[config.mk]
export PLATFORM = sky130hd
export DESIGN_NAME = wm_read_unpacker
export DESIGN_NICKNAME = d
export VERILOG_FILES = /design/src/rtl/wmu_pkg.sv /design/src/rtl/wmu_cfg_latch.sv /design/src/rtl/wmu_seq.sv /design/src/rtl/wmu_piece_sel.sv /design/src/rtl/wm_read_unpacker.sv
export SDC_FILE = /design/constraint.sdc
export NUM_CORES = 1
export LEC_CHECK = 0
export ABC_AREA = 1
export CORE_MARGIN = 2
export CORE_UTILIZATION = 53
export CTS_CLUSTER_SIZE = 28
export DETAILED_ROUTE_END_ITERATION = 6
export GPL_TIMING_DRIVEN = 0
export PLACE_DENSITY = 0.8
export SLEW_MARGIN = 20
export SYNTH_ARGS = -nofsm -noshare
export SYNTH_HDL_FRONTEND = slang
export SYNTH_SLANG_ARGS = --single-unit
[constraint.sdc]
create_clock -name clk -period 1.9 [get_ports clk]
set_clock_uncertainty 0.2 [all_clocks]
set_input_delay 0.285 -clock clk [delete_from_list [all_inputs] [get_ports clk]]
set_output_delay 0.285 -clock clk [all_outputs]
set_load 0.01 [all_outputs]
[src/rtl/wmu_pkg.sv]
// Shared types for the width-matching read unpacker.
// Assumes a long word made of exactly four equal pieces.
package wmu_pkg;

    typedef enum logic [1:0] {
        BUS_LONG = 2'b00,
        BUS_WORD = 2'b01,
        BUS_BYTE = 2'b10
    } bus_size_e;

    // Map the pin code to a width; the reserved code falls back to long word.
    function automatic bus_size_e decode_size(input logic [1:0] code);
        case (code)
            2'b01:   return BUS_WORD;
            2'b10:   return BUS_BYTE;
            default: return BUS_LONG;
        endcase
    endfunction

    // Index of the final piece of a long word for a given width.
    function automatic logic [1:0] final_piece(input bus_size_e s);
        case (s)
            BUS_WORD: return 2'd1;
            BUS_BYTE: return 2'd3;
            default:  return 2'd0;
        endcase
    endfunction

endpackage

[src/rtl/wmu_cfg_latch.sv]
// Holds the bus width and byte order.
// The pins are followed while reset is low and frozen once reset is released.
// Assumes the pins are settled before reset is released.
module wmu_cfg_latch
    import wmu_pkg::*;
(
    input  logic      clk,
    input  logic      rst_n,
    input  logic [1:0] size_pin,
    input  logic      big_pin,
    output bus_size_e size_q,
    output logic      big_q
);

    // Track the pins during reset, hold them afterwards.
    always_ff @(posedge clk) begin
        if (!rst_n) begin
            size_q <= decode_size(size_pin);
            big_q  <= big_pin;
        end
    end


    cfg_frozen_chk: assert property (@(posedge clk) disable iff (!rst_n)
        $past(rst_n) |-> ($stable(size_q) && $stable(big_q)));

endmodule

[src/rtl/wmu_seq.sv]
// Piece sequencer. It decides when a long word is fetched and which piece
// of it is emitted. pend_q marks that pieces are still owed from the
// auxiliary register, and idx_q is the next logical piece to emit.
module wmu_seq
    import wmu_pkg::*;
(
    input  logic      clk,
    input  logic      rst_n,
    input  bus_size_e size_q,
    input  logic      rd_req,
    input  logic      mem_valid,
    output logic      fetch,
    output logic      load_out,
    output logic      pend,
    output logic [1:0] sel_idx
);

    logic       pend_q;
    logic [1:0] idx_q;
    logic [1:0] last;
    logic       drain;

    // Decode fetch and drain conditions for this cycle.
    always_comb begin
        last     = final_piece(size_q);
        fetch    = rd_req && !pend_q && mem_valid;
        drain    = rd_req && pend_q;
        load_out = fetch || drain;
        pend     = pend_q;
        sel_idx  = pend_q ? idx_q : 2'd0;
    end

    // Advance the piece counter; it wraps at the width's last piece.
    always_ff @(posedge clk) begin
        if (!rst_n) begin
            pend_q <= 1'b0;
            idx_q  <= 2'd0;
        end else if (fetch) begin
            if (last != 2'd0) begin
                pend_q <= 1'b1;
                idx_q  <= 2'd1;
            end
        end else if (drain) begin
            if (idx_q == last) begin
                pend_q <= 1'b0;
                idx_q  <= 2'd0;
            end else begin
                idx_q <= idx_q + 2'd1;
            end
        end
    end


    idx_range_chk: assert property (@(posedge clk) disable iff (!rst_n)
        pend_q |-> (idx_q != 2'd0 && idx_q <= last));


    long_no_pend_chk: assert property (@(posedge clk) disable iff (!rst_n)
        (fetch && size_q == BUS_LONG) |=> !pend_q);


    split_fetch_chk: assert property (@(posedge clk) disable iff (!rst_n)
        (fetch && size_q != BUS_LONG) |=> (pend_q && idx_q == 2'd1));

endmodule

[src/rtl/wmu_piece_sel.sv]
// Combinational piece extractor. It picks logical piece idx of a long word
// for the given width and byte order and returns it zero-extended in the
// low lanes. Assumes a long word of four PIECE_W-bit bytes.
module wmu_piece_sel
    import wmu_pkg::*;
#(
    parameter int PIECE_W = 9,
    localparam int LW_W   = 4 * PIECE_W,
    localparam int WD_W   = 2 * PIECE_W
) (
    input  logic [LW_W-1:0] src,
    input  bus_size_e       size_q,
    input  logic            big_q,
    input  logic [1:0]      idx,
    output logic [LW_W-1:0] piece
);

    logic [PIECE_W-1:0] byte_a [4];
    logic [WD_W-1:0]    word_a [2];
    logic [1:0]         bidx;
    logic               widx;

    for (genvar g = 0; g < 4; g++) begin : g_bytes
        assign byte_a[g] = src[g*PIECE_W +: PIECE_W];
    end
    for (genvar g = 0; g < 2; g++) begin : g_words
        assign word_a[g] = src[g*WD_W +: WD_W];
    end

    // Map the logical piece to a physical lane and zero the unused lanes.
    always_comb begin
        bidx = big_q ? (2'd3 - idx) : idx;
        widx = big_q ? ~idx[0] : idx[0];
        case (size_q)
            BUS_WORD: piece = {{(LW_W-WD_W){1'b0}}, word_a[widx]};
            BUS_BYTE: piece = {{(LW_W-PIECE_W){1'b0}}, byte_a[bidx]};
            default:  piece = src;
        endcase
    end

endmodule

[src/rtl/wm_read_unpacker.sv]
// Top level of the width-matching read unpacker. It joins the configuration
// latch, the sequencer and the piece extractor, and holds the auxiliary
// long-word register and the output register.
// Assumes the memory shows its head word with mem_valid and pops on mem_rd.
module wm_read_unpacker
    import wmu_pkg::*;
#(
    parameter int PIECE_W = 9,
    localparam int LW_W   = 4 * PIECE_W
) (
    input  logic            clk,
    input  logic            rst_n,
    input  logic [1:0]      cfg_size,
    input  logic            cfg_big_endian,
    input  logic            rd_req,
    input  logic            mem_valid,
    input  logic [LW_W-1:0] mem_data,
    output logic            mem_rd,
    output logic [LW_W-1:0] out_data
);

    bus_size_e       size_q;
    logic            big_q;
    logic            fetch;
    logic            load_out;
    logic            pend;
    logic [1:0]      sel_idx;
    logic [LW_W-1:0] aux_q;
    logic [LW_W-1:0] src;
    logic [LW_W-1:0] piece;

    wmu_cfg_latch u_cfg (
        .clk      (clk),
        .rst_n    (rst_n),
        .size_pin (cfg_size),
        .big_pin  (cfg_big_endian),
        .size_q   (size_q),
        .big_q    (big_q)
    );

    wmu_seq u_seq (
        .clk       (clk),
        .rst_n     (rst_n),
        .size_q    (size_q),
        .rd_req    (rd_req),
        .mem_valid (mem_valid),
        .fetch     (fetch),
        .load_out  (load_out),
        .pend      (pend),
        .sel_idx   (sel_idx)
    );

    // Choose between the fresh memory word and the held long word.
    always_comb begin
        src    = pend ? aux_q : mem_data;
        mem_rd = fetch;
    end

    wmu_piece_sel #(.PIECE_W(PIECE_W)) u_sel (
        .src    (src),
        .size_q (size_q),
        .big_q  (big_q),
        .idx    (sel_idx),
        .piece  (piece)
    );

    // Keep the fetched long word for the pieces still owed.
    always_ff @(posedge clk) begin
        if (!rst_n)     aux_q <= '0;
        else if (fetch) aux_q <= mem_data;
    end

    // Update the output register once for each served request.
    always_ff @(posedge clk) begin
        if (!rst_n)        out_data <= '0;
        else if (load_out) out_data <= piece;
    end


    idle_hold_chk: assert property (@(posedge clk) disable iff (!rst_n)
        !rd_req |=> $stable(out_data));


    byte_lanes_chk: assert property (@(posedge clk) disable iff (!rst_n)
        (size_q == BUS_BYTE) |-> (out_data[LW_W-1:PIECE_W] == '0));


    word_lanes_chk: assert property (@(posedge clk) disable iff (!rst_n)
        (size_q == BUS_WORD) |-> (out_data[LW_W-1:2*PIECE_W] == '0));


    aux_kept_chk: assert property (@(posedge clk) disable iff (!rst_n)
        (pend && rd_req) |=> $stable(aux_q));

endmodule

=== After elaboration in Yosys (flattened, before gate mapping) ===
Cells that the tools add are included.

* Add/subtract/negate cells: 2
* $lt $le $gt $ge: 2
* Equality and inequality tests: 6
* Mux-type cells: 21
* Bitwise logic cells: 3
* Reductions and logical operators: 10

{| class="wikitable"
|+ Operators by type and width
! kind !! number
|-
| case mux 36 bit (2 select lines) || 1
|-
| two-way mux 18 bit || 3
|-
| two-way mux 36 bit || 1
|-
| binary-select mux 9 bit (select 2 bit) || 1
|-
| two-way mux 9 bit || 2
|-
| two-way mux 2 bit || 6
|-
| case mux 2 bit (2 select lines) || 2
|-
| nonzero test 2 bit || 3
|-
| two-way mux 1 bit || 5
|-
| equality test 2 x 1 -> 1 bit, second input constant || 2
|-
| equality test 2 bit, second input constant || 2
|-
| greater-or-equal comparator 3 bit, second input constant || 1
|-
| logical AND 1 bit || 3
|-
| inverter 2 -> 3 bit || 1
|-
| AND reduction 3 bit || 1
|-
| adder 2 x 1 -> 2 bit, second input constant || 1
|-
| equality test 2 bit || 1
|-
| greater-or-equal comparator 2 bit, second input constant || 1
|-
| != test 2 x 1 -> 1 bit, second input constant || 1
|-
| inverter 1 -> 2 bit || 1
|-
| AND reduction 2 bit || 1
|-
| subtractor 2 bit, first input constant || 1
|-
| zero test 1 bit || 1
|-
| logical OR 1 bit || 1
|-
| inverter 1 bit || 1
|}

* Flip-flop bits (word level): 78
* Input port bits: 43
* Word-level logic and storage cells: 50

=== Logic depth before layout (Yosys ltp) ===
Gate-level depths: netlist of the first run.

* Depth after elaboration: 8
* Mapped depth: 12

=== Hierarchy ===
A second synthesis of the first run with hierarchy kept.

* Cell total of the unflattened synthesis: 845
* Area, all modules: 5,004.8 um^2

{| class="wikitable"
|+ By module, submodules not included
! module !! instances !! cells an instance !! area each (um^2) !! sequential area each (um^2)
|-
| wm_read_unpacker || 1 || 536 || 3,427.0 || 1,441.4
|-
| wmu_piece_sel || 1 || 263 || 1,236.2 || 0.0
|-
| wmu_seq || 1 || 38 || 232.7 || 60.1
|-
| wmu_cfg_latch || 1 || 8 || 108.9 || 90.1
|}

=== Worst setup path before layout of the first run ===
No wires, ideal clock.

* Path type: reg2reg
* Start: reg u_cfg.size_q[1]
* End: reg out_data[16]
* Setup time: 0.072 ns
* Arrival: 1.420 ns
* Required time: 1.628 ns
* Slack: 0.208 ns
* Cell stages (with the launch flop): 8
* Path buffers: 2
* Clock period less this slack: 1.692 ns
* Path through: edfxtp_1 > ha_1 > buf_2 > clkbuf_1 > a21oi_1 > a21oi_1 > nand2_1 > a21oi_1

* Longest elaborated chain between the ends: 2
* Elaborated cells on any way between the ends: 3
* Those cells by class: eq/ne (2); mux (1)

{| class="wikitable"
|+ Ends and longest elaborated chain
! what !! line !! RTL
|-
| start, declared || wmu_cfg_latch.sv:11 || <nowiki>output bus_size_e size_q,</nowiki>
|-
| start signal, assigned || wmu_cfg_latch.sv:18 || <nowiki>size_q <= decode_size(size_pin);</nowiki>
|-
| equality test 2 bit or equality test 2 x 1 -> 1 bit (tied branches) || wmu_piece_sel.sv:34 || <nowiki>case (size_q)</nowiki>
|-
| case mux 36 bit (2 select lines) * || wmu_piece_sel.sv:34 ||
|-
| end signal, assigned || wm_read_unpacker.sv:76 || <nowiki>else if (load_out) out_data <= piece;</nowiki>
|-
| end, declared || wm_read_unpacker.sv:19 || <nowiki>output logic [LW_W-1:0] out_data</nowiki>
|}

Every way passes the cells marked *; elsewhere a longest branch is shown, timed or not.
A chain may end at the register's enable or synchronous reset.

=== Worst setup path after layout of the first run ===
* Start: reg u_seq.pend_q (netlist: u_seq.pend)
* End: out mem_rd

* Longest elaborated chain between the ends: 3

{| class="wikitable"
|+ Ends and longest elaborated chain
! what !! line !! RTL
|-
| start, declared || wmu_seq.sv:18 || <nowiki>logic pend_q;</nowiki>
|-
| start signal, assigned || wmu_seq.sv:36 || <nowiki>pend_q <= 1'b0;</nowiki>
|-
| start signal, assigned || wmu_seq.sv:40 || <nowiki>pend_q <= 1'b1;</nowiki>
|-
| start signal, assigned || wmu_seq.sv:45 || <nowiki>pend_q <= 1'b0;</nowiki>
|-
| zero test 1 bit || wmu_seq.sv:26 || <nowiki>fetch = rd_req && !pend_q && mem_valid;</nowiki>
|-
| logical AND 1 bit (2 in a row) || wmu_seq.sv:26 ||
|-
| end, declared || wm_read_unpacker.sv:18 || <nowiki>output logic mem_rd,</nowiki>
|}

No other way between the ends.

==> reports/results.tsv, run 1 <==
stage	metric	value	unit
power_and_ir_drop	p_clk_frac	0.291	
synthesis	synth.avg_cell_area	6.850	um^2
clock_tree	cts_root_buf	clkbuf_8	
critical_path	start_kind	register	
place	hpwl	9843	um
critical_path	crit_fanout	10	
worst_hold_path	min_path_type	register to register	
synthesis	synth_cells	628	
timing	rsz0062_at_grt	true	
synthesis	yosysSeqAreaShare	0.3700	
drt	drt_iter0_markers	306	
cells_and_area	fin_nets	765	
drt	drt-total-wl	13320	um
synthesis	synth-edff-count	3	
synthesis	synth_ff_type	dfxtp_1	
critical_path	worstReg2RegEnd	out_data[2]	
power_and_ir_drop	p_seq_frac	0.410	
timing	fin_crit_sh	0.9769	
clock_tree	cts_tree	yes	
critical_path	cpPeakStageDelay	320	ps
timing	fin_crit	1856	ps
clock_tree	clockBufferDepth	2	
global_routing	grt_max_degree	15	
place	place_congestion	0.9470	
synthesis	synth_area	4302	um^2
global_routing	grt_pass1_wl	20780	um
die	ios	80	
drt	ant_nets	0	
power_and_ir_drop	swShare	0.3383	
power_and_ir_drop	p_per_area	817.0	nW/um^2
die	core	7807	um^2
critical_path	critPathArrivalTime	1370	ps
status	status	finished, final reports clean	
power_and_ir_drop	peakVddDrop	0.5539	mV
power_and_ir_drop	cellLeakagePower	2.515	nW
synthesis	postSynthNetCount	673	
critical_path	path_cells	buf_6, inv_8, nand3_4, inv_4, buf_8, buf_8, buf_6	
critical_path	crit_required	1410	ps
timing	max_slew_margin	0.6289	
drt	vias_per_cell	5.392	
drt	drc	0	
synthesis	async_flop_share	0	
drt	wl_per_cell	16.11	um
global_routing	grt_pass1_vias	4146	
power_and_ir_drop	p_sw	0.001528	W
timing	drv_slew	0	
die	initial_utilization	0.5510	
place	place_inst	809	
timing	clock.fmax	538.8	MHz
clock_tree	numCtsBuffers	9	
die	rows	32	
timing	fin_hold_ws	271.9	ps
clock_tree	holdBufCountCts	0	
critical_path	endpoint_kind	output port	
die	die_h	94.09	um
critical_path	cp-startpoint	u_seq.pend	
critical_path	ff2ff_path_depth	10	
clock_tree	htreeDepth	3	
job	max_cap_viol_count	0	
critical_path	critPathKind	register to output port	
place	port_buffers	79	
cells_and_area	stdcell_count	827	
clock_tree	worstSkewPairLatency	360	ps
critical_path	cp-endpoint	mem_rd	
power_and_ir_drop	p_int	0.002990	W
cells_and_area	area_growth	28.56	%
drt	firstDrtPassIters	5	
critical_path	critPathSlowestCell	dfxtp_1	
drt	num_vias	4459	
synthesis	yosysUniqueCellTypes	25	
synthesis	synth_warnings	0	
cells_and_area	drive_gt1_frac	0.1503	
timing	finalSetupViolCount	0	
global_routing	antenna_found_initial	0	
clock_tree	clk_pin_slew_worst_paths	90	ps
power_and_ir_drop	p_comb_frac	0.300	
die	die_area	8853	um^2
clock_tree	cts_num_sinks	78	
global_routing	grt_usage	0.3054	
cells_and_area	antennaDiodeCount	0	
synthesis	ys_ff_latch	78	
critical_path	r2r_slack	80	ps
global_routing	overflow	0	
critical_path	r2r_start	u_seq.pend	
timing	tightest_slew	556.6	ps
die	die-width	94.09	um
timing	hold_violations	0	
## stage by stage
stage	power, W	area (um^2)	setup TNS, ps	utilization	setup slack [ps]
2_1_floorplan	0.002682	4302	0	-	207.6
3_3_place_gp	0.003144	5220	-16260	0.6686	-695.9
3_5_place_dp	0.003171	5220	-19070	0.6686	-708.5
4_1_cts	0.004477	5460	-3.413	0.6994	-3.413
5_1_grt	0.004726	5530	-11.00	0.7083	-10.63
6_report	0.004518	5530	0	0.7083	43.96
## sequential cells by signal, indices dropped and copies added, names as in the netlist
signal / cells
aux_q: 36
out_data: 36
u_cfg.size_q: 2
u_seq.idx_q: 2
u_cfg.big_q: 1
u_seq.pend: 1
## cells in the mapped netlist, types with 2 or more instances
library cell	instances	area (um^2)
a21oi_1	68	340.3
clkbuf_1	14	52.55
nand2_2	13	81.33
a21oi_2	9	78.83
o21ai_0	61	305.3
nor2_1	15	56.30
inv_1	62	232.7
o21ai_1	14	70.07
nand3_1	46	230.2
nand2_1	167	626.9
buf_6	5	56.30
dfxtp_1	75	1501
inv_2	11	41.29
nand3_2	3	30.03
nand2_4	14	157.7
o211a_1	7	70.07
buf_4	4	30.03
a211oi_1	10	75.07
buf_2	20	100.1
edfxtp_1	3	90.09
o21a_1	2	15.01
ha_1	2	25.02
## layer usage
metal  vias to the layer above  GRT usage  wire, um
met1                      2023     0.4056      5795
met4                         0     0.1147       302
met3                        28    0.05778       995
li1                       2216          -         -
met2                       192     0.4917      6229
met5                         -          0         0
## worst min-delay path by stage
stage	from	endpoint	slack (ps)	cells past startpoint
floorplan	cfg_big_endian	u_cfg.big_q	180	0
global placement	aux_q[13]	aux_q[13]	250	2
detailed placement	aux_q[16]	aux_q[16]	250	2
CTS	aux_q[16]	aux_q[16]	270	2
global route	mem_data[7]	aux_q[7]	290	3
finish	aux_q[14]	aux_q[14]	270	2
## repair_timing
action	CTS	global route
buffers inserted	2	1
gates resized for setup	16	26
pin swaps	0	1
endpoints found under the setup margin	33	29
## kinds of logic (layout without fill, tap and decap cells)
| logic type | Yosys count | after routing | share of synthesized area |
|---|---|---|---|
| adders and majority gates | 2 | 2 | 0.005816 |
| xor gates and xnor gates | 1 | 1 | 0.002036 |
| AOI/OAI and AO/OA | 171 | 171 | 0.2219 |
| DFF | 78 | 78 | 0.3700 |
| and+or+nand+nor | 258 | 258 | 0.2749 |
| buffers and inverters | 118 | 215 | 0.1254 |
## layout make-up
cell class,count,area (um^2)
Clock inverter,5,58.81
Sequential cell,78,1592
Tap cell,102,127.6
Clock buffer,11,141.4
Multi-Input combinational cell,432,2197
Fill cell,666,2277
Buffer,43,299.0
Timing Repair Buffer,82,827.0
Inverter,74,287.8
## cell usage in the layout, fill, tap and decap left out, types with 3 or more instances in the layout
| cell type | count |
|---|---|
| a211oi_1 | 10 |
| a21oi_1 | 67 |
| a21oi_2 | 10 |
| buf_2 | 14 |
| buf_4 | 9 |
| buf_6 | 7 |
| clkbuf_1 | 10 |
| clkbuf_8 | 10 |
| clkdlybuf4s50_1 | 78 |
| dfxtp_1 | 75 |
| edfxtp_1 | 3 |
| inv_1 | 61 |
| inv_2 | 11 |
| nand2_1 | 167 |
| nand2_2 | 12 |
| nand2_4 | 15 |
| nand3_1 | 46 |
| nor2_1 | 15 |
| o211a_1 | 7 |
| o21ai_0 | 58 |
| o21ai_1 | 15 |
## power by group through the flow
| stage | Clock (W) | Sequential (W) | Combinational [W] |
|---|---|---|---|
| global placement | 0 | 0.00188 | 0.00126 |
| finish | 0.00131 | 0.00185 | 0.00135 |
| floorplan | 0 | 0.00191 | 0.000772 |
| detailed placement | 0 | 0.00189 | 0.00128 |
| CTS | 0.00132 | 0.00185 | 0.00131 |
| global route | 0.00138 | 0.00187 | 0.00148 |
## worst max-delay path, delay by kind of cell, from the launching register on
kind	cells	cell delay (ps)
buffers and inverters	6	620
and+or+nand+nor	1	80
DFF	1	320
(Power assumes the default switching activity.)
==> inputs of run 2 (changes only) <==
--- a/config.mk
+++ b/config.mk
@@ -12,6 +12,7 @@
 export DETAILED_ROUTE_END_ITERATION = 6
 export GPL_TIMING_DRIVEN = 0
 export PLACE_DENSITY = 0.8
+export RECOVER_POWER = 50
 export SLEW_MARGIN = 20
 export SYNTH_ARGS = -nofsm -noshare
 export SYNTH_HDL_FRONTEND = slang
==> reports/results.tsv, run 2 (same netlist as run 1, synthesis figures left out) <==
stage	metric	value	unit
critical_path	r2r_slack	60	ps
timing	clock.fmax	539.7	MHz
timing	fin_crit_sh	0.9753	
die	die_area	8853	um^2
timing	fin_hold_ws	272.5	ps
critical_path	critPathKind	register to output port	
cells_and_area	area_growth	28.53	%
cells_and_area	reg.largest.list	aux_q x36, out_data x36	
place	place_congestion	0.9470	
clock_tree	clk_pin_slew_worst_paths	90	ps
status	status	finished, final reports clean	
cells_and_area	final_common_cell	nand2_1	
critical_path	crit_fanout	10	
global_routing	overflow	0	
drt	wl_met1	5705	um
place	placed_area	5220	um^2
clock_tree	worstSkewPairLatency	360	ps
global_routing	grt_pass1_vias	4146	
timing	max_slew_margin	0.6178	
timing	finalSetupViolCount	0	
global_routing	grt_usage	0.3054	
timing	final.setup.tns	0	ps
clock_tree	holdBufCountCts	0	
drt	highest_layer	met4	
power_and_ir_drop	peakVddDrop	0.5537	mV
drt	dr_wl_met2	6288	um
cells_and_area	final_cell_mix	167 x nand2_1, 76 x clkdlybuf4s50_1, 75 x dfxtp_1, 67 x a21oi_1, 61 x inv_1	
timing	drv_slew	0	
cells_and_area	seqCellArea	1592	um^2
drt	ant_nets	0	
drt	vias_per_cell	5.430	
clock_tree	htreeDepth	3	
drt	drt-total-wl	13310	um
timing	fin_crit	1853	ps
power_and_ir_drop	cellLeakagePower	2.514	nW
critical_path	critPathArrivalTime	1370	ps
clock_tree	cts_tree	yes	
drt	route.met3.wl	1011	um
cells_and_area	fin_area	5529	um^2
cells_and_area	drive_gt1_frac	0.1490	
place	hpwl	9843	um
cells_and_area	multi_input_area	2197	um^2
clock_tree	cts_root_buf	clkbuf_8	
power_and_ir_drop	power	0.004513	W
critical_path	crit_required	1410	ps
critical_path	path_cells	buf_6, inv_8, nand3_4, inv_4, buf_8, buf_8, buf_6	
die	ios	80	
global_routing	grt_pass1_wl	20780	um
clock_tree	numCtsBuffers	9	
drt	num_vias	4491	
global_routing	antenna_found_initial	0	
drt	drt_iter0_markers	308	
timing	rsz0062_at_grt	true	
power_and_ir_drop	p_per_area	816.3	nW/um^2
timing	hold_violations	0	
timing	tightest_slew	573.2	ps
place	port_buffers	79	
cells_and_area	fin_nets	765	
clock_tree	cts_num_sinks	78	
cells_and_area	antennaDiodeCount	0	
clock_tree	clockBufferDepth	2	
critical_path	start_kind	register	
critical_path	cpPeakStageDelay	310	ps
die	initial_utilization	0.5510	
die	rows	32	
die	core	7807	um^2
cells_and_area	fillerInstances	667	
drt	drc	0	
die	die-width	94.09	um
drt	wl_per_cell	16.09	um
global_routing	grt_max_degree	15	
critical_path	endpoint_kind	output port	
die	die_h	94.09	um
worst_hold_path	min_path_type	register to register	
drt	firstDrtPassIters	5	
job	max_cap_viol_count	0	
critical_path	critPathSlowestCell	dfxtp_1	
run 2: cell types whose count changed in the layout (fill, tap and decap cells not counted):
cell	change
buf_2	-1
dlygate4sd3_1	+2
clkdlybuf4s50_1	-2
clkbuf_1	+1
run 2: worst paths after layout:
check / from / endpoint / cells after the start
worst max-delay path: u_seq.pend / mem_rd / 7
worst min-delay path: aux_q[16] / aux_q[16] / 2
worst max register to register: u_seq.pend / aux_q[34] / 9
worst min register to register: aux_q[16] / aux_q[16] / 2
run 2: layout make-up:
type	instances	share of cell area
Buffer	43	0.05386
Inverter	74	0.05205
Tap cell	102	0.02308
Clock inverter	5	0.01064
Sequential cell	78	0.2878
Clock buffer	11	0.02557
Multi-Input combinational cell	432	0.3974
Timing Repair Buffer	82	0.1496
run 2: power by group:
part           switching, W  leakage, nW  total [W]  internal, W
Sequential        0.0000678        0.646    0.00185      0.00178
Combinational      0.000795         1.77    0.00135     0.000558
Clock              0.000662       0.0959    0.00131     0.000647
run 2: worst max-delay path, delay by kind of cell, from the launching register on:
family | cells | cell delay (ps)
buffers and inverters | 6 | 620
DFF | 1 | 310
and+or+nand+nor | 1 | 80
run 2: what timing repair did:
action,CTS,global route
endpoints found under the setup margin,33,29
buffers inserted,2,1
pin swaps,0,1
gates resized for setup,16,26
run 2: per-stage QoR:
stage	std cells	setup slack [ps]	utilization
detailed placement	809	-708.5	0.6686
floorplan	628	207.6	-
global route	827	-10.63	0.7082
global placement	809	-695.9	0.6686
finish	827	46.96	0.7082
CTS	826	-3.413	0.6994
run 2: per-layer routing:
layer | global-route usage | up-vias
met5 | 0 | -
met4 | 0.1147 | 0
met3 | 0.05778 | 27
met2 | 0.4917 | 201
met1 | 0.4056 | 2053
li1 | - | 2210
